`src/rtl/prio_irq_tracker.sv`:
```
module prio_irq_tracker #(
  parameter int VEC_W     = 8,
  parameter int CLS_W     = 4,
  parameter int RSVD_VEC  = 32,
  parameter int STK_DEPTH = 16,
  parameter int REG_W     = 32
) (
  input  logic             clk,
  input  logic             rst_n,
  input  logic             sw_enable,
  input  logic             req_valid,
  input  logic [VEC_W-1:0] req_vector,
  input  logic             req_level,
  output logic             pend_valid,
  output logic [VEC_W-1:0] pend_vector,
  input  logic             ack_valid,
  input  logic             eoi_strobe,
  input  logic             tpr_we,
  input  logic [REG_W-1:0] tpr_wdata,
  output logic [VEC_W-1:0] ppr_out,
  output logic             eoi_bcast_valid,
  output logic [VEC_W-1:0] eoi_bcast_vector
);
  localparam int NUM_VEC = 1 << VEC_W;
  localparam int SUB_W   = VEC_W - CLS_W;
  localparam int SP_W    = $clog2(STK_DEPTH + 1);

  // waiting / in-service / trigger-mode bits, one per vector
  logic [NUM_VEC-1:0] irr_q, isr_q, tmr_q;
  logic [VEC_W-1:0]   stk_q [STK_DEPTH+1];
  logic [SP_W-1:0]    sp_q;
  logic [VEC_W-1:0]   tpr_q;
  logic               bc_v_q;
  logic [VEC_W-1:0]   bc_vec_q;

  function automatic logic [VEC_W:0] top_set(input logic [NUM_VEC-1:0] bits);
    logic [VEC_W:0] r;
    r = '0;
    for (int v = RSVD_VEC; v < NUM_VEC; v++)
      if (bits[v]) r = {1'b1, VEC_W'(v)};
    return r;
  endfunction

  logic [VEC_W:0]   irr_top, isr_top;
  logic [VEC_W-1:0] cur_isv;
  logic             acc_fire, eoi_fire;
  logic [SP_W-1:0]  sp_inc;

  assign irr_top  = top_set(irr_q);
  assign isr_top  = top_set(isr_q);
  assign cur_isv  = stk_q[sp_q];
  assign ppr_out  = (tpr_q[VEC_W-1:SUB_W] >= cur_isv[VEC_W-1:SUB_W]) ? tpr_q
                    : {cur_isv[VEC_W-1:SUB_W], {SUB_W{1'b0}}};
  assign pend_vector = irr_top[VEC_W-1:0];
  assign pend_valid  = irr_top[VEC_W] && (irr_top[VEC_W-1:SUB_W] > ppr_out[VEC_W-1:SUB_W]);
  assign acc_fire = ack_valid && pend_valid && !eoi_strobe;
  assign eoi_fire = eoi_strobe && isr_top[VEC_W];
  assign sp_inc   = sp_q + 1'b1;
  assign eoi_bcast_valid  = bc_v_q;
  assign eoi_bcast_vector = bc_vec_q;

  always_ff @(posedge clk or negedge rst_n) begin
    if (!rst_n) begin
      irr_q    <= '0;
      isr_q    <= '0;
      tmr_q    <= '0;
      sp_q     <= '0;
      tpr_q    <= '0;
      bc_v_q   <= 1'b0;
      bc_vec_q <= '0;
      for (int i = 0; i <= STK_DEPTH; i++) stk_q[i] <= '0;
    end else begin
      bc_v_q <= 1'b0;
      if (eoi_fire) begin
        isr_q[isr_top[VEC_W-1:0]] <= 1'b0;
        if (sp_q != '0) sp_q <= sp_q - 1'b1;
        bc_v_q   <= tmr_q[isr_top[VEC_W-1:0]];
        bc_vec_q <= isr_top[VEC_W-1:0];
      end
      if (acc_fire) begin
        irr_q[pend_vector] <= 1'b0;
        isr_q[pend_vector] <= 1'b1;
        if (sp_q < SP_W'(STK_DEPTH)) begin
          sp_q          <= sp_inc;
          stk_q[sp_inc] <= pend_vector;
        end
      end
      if (req_valid && sw_enable) begin
        irr_q[req_vector] <= 1'b1;
        tmr_q[req_vector] <= req_level;
      end
      if (tpr_we) tpr_q <= tpr_wdata[VEC_W-1:0];
    end
  end

  a_r5_pend_class: assert property (@(posedge clk) disable iff (!rst_n)
    pend_valid |-> (pend_vector >= VEC_W'(RSVD_VEC)) &&
                   (pend_vector[VEC_W-1:SUB_W] > ppr_out[VEC_W-1:SUB_W]));
  a_r11_no_overflow: assert property (@(posedge clk) disable iff (!rst_n)
    acc_fire |-> sp_q < SP_W'(STK_DEPTH));
  a_r11_rising_classes: assert property (@(posedge clk) disable iff (!rst_n)
    (sp_q != '0) |-> stk_q[sp_q][VEC_W-1:SUB_W] > stk_q[sp_q - 1'b1][VEC_W-1:SUB_W]);
  a_r8_eoi_nonempty: assert property (@(posedge clk) disable iff (!rst_n)
    eoi_strobe |-> sp_q != '0);
  a_r7_ack_ignored: assert property (@(posedge clk) disable iff (!rst_n)
    (ack_valid && !pend_valid && !eoi_strobe) |=> $stable(isr_q));
  a_r9_bcast_after_eoi: assert property (@(posedge clk) disable iff (!rst_n)
    eoi_bcast_valid |-> $past(eoi_strobe));
  a_r2_drop_disabled: assert property (@(posedge clk) disable iff (!rst_n)
    (req_valid && !sw_enable && !irr_q[req_vector]) |=> !irr_q[$past(req_vector)]);
endmodule

```
`config.mk`:
```
export PLATFORM = sky130hd
export DESIGN_NAME = prio_irq_tracker
export DESIGN_NICKNAME = d
export VERILOG_FILES = /design/src/rtl/prio_irq_tracker.sv
export SDC_FILE = /design/constraint.sdc
export NUM_CORES = 2
export LEC_CHECK = 0
export BUFFER_PORTS_ARGS = -buffer_cell sky130_fd_sc_hd__buf_2
export CAP_MARGIN = 20
export CORE_ASPECT_RATIO = 0.75
export CORE_MARGIN = 5
export CORE_UTILIZATION = 36
export CTS_BUF_LIST = sky130_fd_sc_hd__clkbuf_4 sky130_fd_sc_hd__clkbuf_8 sky130_fd_sc_hd__clkbuf_16
export DETAILED_ROUTE_END_ITERATION = 12
export GPL_TIMING_DRIVEN = 0
export PLACE_DENSITY = 0.57
export SLEW_MARGIN = 20
export SYNTH_ARGS = -nofsm -noshare
export SYNTH_HDL_FRONTEND = slang
export SYNTH_SLANG_ARGS = --single-unit
```
`constraint.sdc`:
```
create_clock -name clk -period 8.1 [get_ports clk]
set_input_delay 1.62 -clock clk [delete_from_list [all_inputs] [get_ports clk]]
set_output_delay 1.62 -clock clk [all_outputs]
set_load 0.05 [all_outputs]
```
* Word level (Yosys, flattened, before mapping)
Cells that the tools add are included.
Storage, ports and cells: register bits 926
Cells by class: add/subtract/negate cells 2, order comparisons 12, multiplexer cells 473, bitwise gates (word level) 8, reductions and logical operators 12
Operators with widths (count):
- 2-to-1 mux 9 bit | 448
- 2-to-1 mux 256 bit | 4
- AND 256 bit | 2
- inverter 256 bit | 2
- bitwise OR 256 bit | 2
- bitwise mux 256 bit | 1
- bitwise mux 136 bit | 1
- binary-select mux 8 bit (select 5 bit) | 1
- demux 8 bit (select 5 bit) | 1
- 2-to-1 mux 8 bit | 4
- < comparator 8 x 9 -> 1 bit (second input constant) | 3
- demux 1 bit (select 8 bit) | 3
- >= comparator 8 x 1 -> 1 bit (second input constant) | 3
- 2-to-1 mux 5 bit | 4
- >= comparator 6 bit (second input constant) | 2
- inverter 5 -> 6 bit | 2
- logical AND 1 bit | 9
- binary-select mux 1 bit (select 8 bit) | 1
- < comparator 6 x 1 -> 1 bit (second input constant) | 1
- adder 5 x 1 -> 5 bit (second input constant) | 1
- < comparator 5 bit (second input constant) | 1
- 2-to-1 mux 1 bit | 5
- nonzero test 5 bit | 1
- subtractor 5 x 1 -> 5 bit (second input constant) | 1
- 4 further kinds | 4

* Longest topological paths before layout
depth after elaboration 233, depth in mapped cells 29, depth with buffers taken out 24

* Worst setup path before layout
OpenSTA, ideal clock, no wires.
kind register to register, start point register sp_q[0], end point register irr_q[72], setup time 134 ps, arrival 7259 ps, data required time 7966 ps, setup slack 708 ps, stages on the path, launching flop included 25, path buffers 3, path through dfrtp_1 buf_1 mux4_2 mux4_2 a22oi_1 ha_1 a21o_1 a21o_1 a21oi_1 clkbuf_1 o21ai_0 ha_1 nor2b_1 o21ai_0 nand2b_1 a21oi_1 a41o_1 a31oi_1 and3b_1 clkbuf_1 nand3_1 nor3_1 o21ai_0 o21ai_0 o21ai_0
On the way: word-level cells in the longest chain between the ends 13
RTL lines:
- from (decl) | line 31 | logic [SP_W-1:0] sp_q;
- from (signal assigned) | line 76 | if (sp_q != '0) sp_q <= sp_q - 1'b1;
- from (signal assigned) | line 84 | sp_q <= sp_inc;
- inverter 5 -> 6 bit (not written as such) * | line 51 | assign cur_isv = stk_q[sp_q];
- binary-select mux 8 bit (select 5 bit) * | line 51
- 2-to-1 mux 8 bit (not written as such) * (2 in series) | line 51
- >= comparator 4 bit | line 52 | assign ppr_out = (tpr_q[VEC_W-1:SUB_W] >= cur_isv[VEC_W-1:SUB_W]) ? tpr_q
- 2-to-1 mux 8 bit * | line 52
- via ppr_out[4] | line 20 | output logic [VEC_W-1:0] ppr_out,
- > comparator 4 bit * | line 55 | assign pend_valid = irr_top[VEC_W] && (irr_top[VEC_W-1:SUB_W] > ppr_out[VEC_W-1:SUB_W]);
- logical AND 1 bit * | line 55
- via pend_valid | line 14 | output logic pend_valid,
- logical AND 1 bit * (2 in series) | line 56 | assign acc_fire = ack_valid && pend_valid && !eoi_strobe;
- 2-to-1 mux 256 bit * | line 80 | if (acc_fire) begin
- bitwise OR 256 bit (no source line)
- 2-to-1 mux 256 bit * | line 88 | if (req_valid && sw_enable) begin
- to (signal assigned) | line 64 | irr_q <= '0;
- to (signal, indexed assignment) | line 81 | irr_q[pend_vector] <= 1'b0;
- to (signal, indexed assignment) | line 89 | irr_q[req_vector] <= 1'b1;
- to (decl) | line 29 | logic [NUM_VEC-1:0] irr_q, isr_q, tmr_q;
The timed path passes the listed nets; every way through them passes the cells marked *. The select of a mux whose other input is x is not followed. A chain may end at the register's enable or synchronous reset.

* Worst setup path after layout
start point register irr_q[255], end point register irr_q[201]
On the way: word-level cells in the longest chain between the ends 10
RTL lines:
- 2-to-1 mux 9 bit * | line 40 | if (bits[v]) r = {1'b1, VEC_W'(v)};
- < comparator 8 x 9 -> 1 bit (not written as such) or >= comparator 8 x 1 -> 1 bit (tied branches) | line 81
- logical AND 1 bit (not written as such) | line 81
- 2-to-1 mux 1 bit (not written as such) | line 81
- demux 1 bit (select 8 bit) | line 81
- inverter 256 bit (no source line)
- AND 256 bit (no source line)
- 2-to-1 mux 256 bit * | line 80
- bitwise OR 256 bit (no source line)
- 2-to-1 mux 256 bit * | line 88
Every way passes the cells marked *; elsewhere a longest branch is shown, timed or not.

==> impl_metrics.env <==
export IMPL_status="complete, no violations"
export IMPL_finalHoldViolations=0
export IMPL_crit_required_ns=8.70
export IMPL_drv_slew=0
export IMPL_max_cap_violations=0
export IMPL_grt_total_usage_pct=33.05
export IMPL_clk_pin_slew_ns=0.06
export IMPL_reg2reg_slack_ns=0.1
export IMPL_timing_fmax_mhz=125.0
export IMPL_antenna_left=0
export IMPL_grt_pass1_vias=36930
export IMPL_period_share_pct=98.80
export IMPL_power_density_nw_per_um2=396.0
export IMPL_startpoint="irr_q[255]$_DFF_PN0_"
export IMPL_critPathKind="reg2reg"
export IMPL_syn_num_nets=4487
export IMPL_drc=0
export IMPL_r2r_end="irr_q[201]$_DFF_PN0_"
export IMPL_syn_to_final_growth_pct=13.99
export IMPL_synth_main_ff_cell="dfrtp_1"
export IMPL_top_layer_used="met5"
export IMPL_hp_start="eoi_bcast_vector[2]$_DFFE_PN0P_"
export IMPL_start_util_pct=36.28
export IMPL_m1WireLength_mm=87.62
export IMPL_insertion_delay_ns=0.71
export IMPL_hold_depth=1
export IMPL_ir_drop_uv=319.0
export IMPL_cts_max_level=3
export IMPL_fp_row_count=107
export IMPL_drt_first_iter_violations=6619
export IMPL_port_buffers=47
export IMPL_worst_pin_slew_ns=1.442
export IMPL_ys_async_sr_fraction_pct=100.0
export IMPL_cts_hold_buffers=0
export IMPL_numCtsBuffers=85
export IMPL_synth_cell_types=93
export IMPL_ys_seq_elements=794
export IMPL_cts_root_buf="clkbuf_16"
export IMPL_vias_per_cell=6.476
export IMPL_skew_ns=0.03630
export IMPL_yosysWarningCount=0
export IMPL_netlist_area_sq_um=41290
export IMPL_syn_inst=4425
export IMPL_io_pins=74
export IMPL_num_vias=40110
export IMPL_timing_rr_start="irr_q[255]$_DFF_PN0_"
export IMPL_fin_tns_setup_ns=0
export IMPL_grt_pass1_wl_mm=285.9
export IMPL_fin_crit_ns=8.002
export IMPL_reg2reg_depth=18
export IMPL_ys_seq_area_share_pct=48.12
export IMPL_critPathCaptureType="flop"
export IMPL_fin_nets=4639
export IMPL_wl_mm=206.5
export IMPL_wl_per_cell_microns=33.35
export IMPL_die_y_microns=303.3
export IMPL_core_area_sq_um=113800
export IMPL_worstHoldPathType="reg2reg"
export IMPL_synth_edf_count=0
export IMPL_antenna_found_initial=29
export IMPL_cts_tree="built"
export IMPL_synth_top_area_cell="dfrtp_1"
export IMPL_avgSynthCellArea_sq_um=9.331
export IMPL_route_met2_wl_mm=75.48
export IMPL_setup_viol=0
export IMPL_power_mw=18.64
export IMPL_first_pass_iters=6
export IMPL_hpwl_mm=155.5
export IMPL_gr_total_overflow=0
export IMPL_synth_top_area_share_pct=48.12
export IMPL_fp_dieW_microns=401.1
export IMPL_finalWeightedCongestion=1.090
export IMPL_met3_length_mm=34.55
export IMPL_clock_sink_count=794
export IMPL_cp_start_kind="flop"
export IMPL_whs_endpoint="eoi_bcast_vector[2]$_DFFE_PN0P_"
export IMPL_worstPathArrival_ns=8.60
export IMPL_final_layout_size_suffix_gt1_share_pct=14.03
export IMPL_grt_max_degree=125
export IMPL_cts_buffer_depth=3
export IMPL_max_slew_margin_pct=3.837
export IMPL_power_leakage_nw=21.73
export IMPL_cp_max_fo=10
export IMPL_ys_top_cells_by_area="dfrtp_1 (48%), mux2_2 (7.6%), o21ai_0 (7.1%)"
export IMPL_die_area_sq_um=121600
-- cell families (layout without fill, tap and decap cells) --
group	after synthesis	in the layout	share of synthesized area, %
muxes	400	400	11.15
AOI/OAI and AO/OA	1212	1212	18.09
DFF	794	794	48.12
xor gates and xnor gates	2	2	0.04243
and+or+nand+nor	1679	1679	19.00
other	0	19	0
buffers and inverters	324	547	3.173
adders and majority gates	14	14	0.4242
-- critical path, stage by stage (launching register included) --
cell	delay, ns
dfrtp_1	0.49
nor4_2	0.69
nand4_1	0.33
nor3_2	0.58
nand2_1	0.31
nor3_1	0.69
clkbuf_2	0.43
clkbuf_1	0.56
inv_1	0.14
ha_1	0.34
a21oi_1	0.07
a41o_1	0.25
a31oi_2	0.36
and3b_1	0.22
clkbuf_1	0.38
nand3_1	0.64
or2_2	0.65
or3_1	0.48
a21o_1	0.23
-- per-stage QoR --
step	util, %	worst slack [ns]	hold slack, ns	area, sq um	cells
2_1_floorplan	-	0.7078	0.4446	41290	4425
3_3_place_gp	38.17	-12.66	0.4566	43440	5998
3_5_place_dp	38.54	-0.6328	0.4645	43860	6013
4_1_cts	41.24	0.08324	0.4767	46930	6171
5_1_grt	41.32	-0.007159	0.5059	47020	6174
6_report	41.36	0.09755	0.4734	47070	6193
-- where the power goes --
group	leakage [nW]	switching, mW	internal [mW]	total (mW)
logic	9.46	7.31	2.33	9.64
clock network	1.50	1.83	2.54	4.37
registers	10.8	0.313	4.31	4.62
total	21.7	9.45	9.19	18.6
-- synth_stat cells (all sizes together), types with 13 or more instances --
cell,count
a2111oi,16
a211oi,19
a21o,96
a21oi,152
a22o,20
a22oi,23
a31oi,30
and3,16
buf,25
clkbuf,189
dfrtp,794
ha,14
inv,110
mux2,279
mux2i,101
mux4,20
nand2,416
nand2b,44
nand3,193
nand4,45
nor2,543
nor2b,40
nor3,118
nor3b,13
nor4,145
o211ai,24
o21ai,598
o21bai,19
o22a,19
o22ai,21
o31ai,48
or2,27
or3,23
or4,31
-- flip-flops by register name, summed over array words and instances (netlist names) --
name              flops
eoi_bcast_valid       1
eoi_bcast_vector      8
irr_q               224
isr_q               224
sp_q                  5
stk_q                68
tmr_q               256
tpr_q                 8
-- cell usage in the layout (no fill, tap or decap), drive strengths merged, types with 12 or more instances in the layout --
cell     count
diode       19
nand2b      44
nand4       45
inv        114
a2111oi     16
nand2      416
a22o        20
nand3      193
nor3b       13
and3        16
nor2b       40
buf         89
nor4       145
o31ai       48
ha          14
clkbuf     307
or3         23
bufinv      12
clkinv      15
o311ai      12
o21ai      598
a22oi       23
mux2       279
o22ai       21
o211ai      24
a211oi      19
nor3       118
o22a        19
nor2       543
a31oi       30
o21bai      19
dfrtp      794
or2         27
mux2i      101
mux4        20
o31a        12
a21o        96
or4         31
a21oi      152
-- what timing repair did --
item,CTS,global route
setup endpoints to repair,91,110
pin swaps,0,1
gates resized for setup,11,17
setup buffers,0,1
-- worst max path at each step --
stage          slack (ns)  depth (start not counted)                endpoint
6_report              0.1                         18    irr_q[201]$_DFF_PN0_
4_1_cts              0.08                         18              pend_valid
2_1_floorplan        0.71                         24     irr_q[72]$_DFF_PN0_
3_3_place_gp       -12.66                          1  tmr_q[245]$_DFFE_PN0P_
5_1_grt            -0.007                         23    irr_q[201]$_DFF_PN0_
3_5_place_dp        -0.63                         25     irr_q[56]$_DFF_PN0_
-- layer usage --
layer	up-vias	track usage, %
met5	-	0.4678
met4	22	12.03
met3	523	17.37
met2	2894	41.86
met1	20140	46.98
li1	16530	-
-- area by class of cell --
class | instances | area, sq um
Tap cell | 1526 | 1909
Fill cell | 11430 | 66730
Clock inverter | 41 | 560.5
Clock buffer | 117 | 2484
Timing Repair Buffer | 66 | 545.5
Sequential cell | 794 | 19870
Buffer | 213 | 928.4
Antenna cell | 19 | 47.55
Multi-Input combinational cell | 3307 | 20310
Inverter | 110 | 412.9
Note: power is estimated with default switching activity, not from simulation.
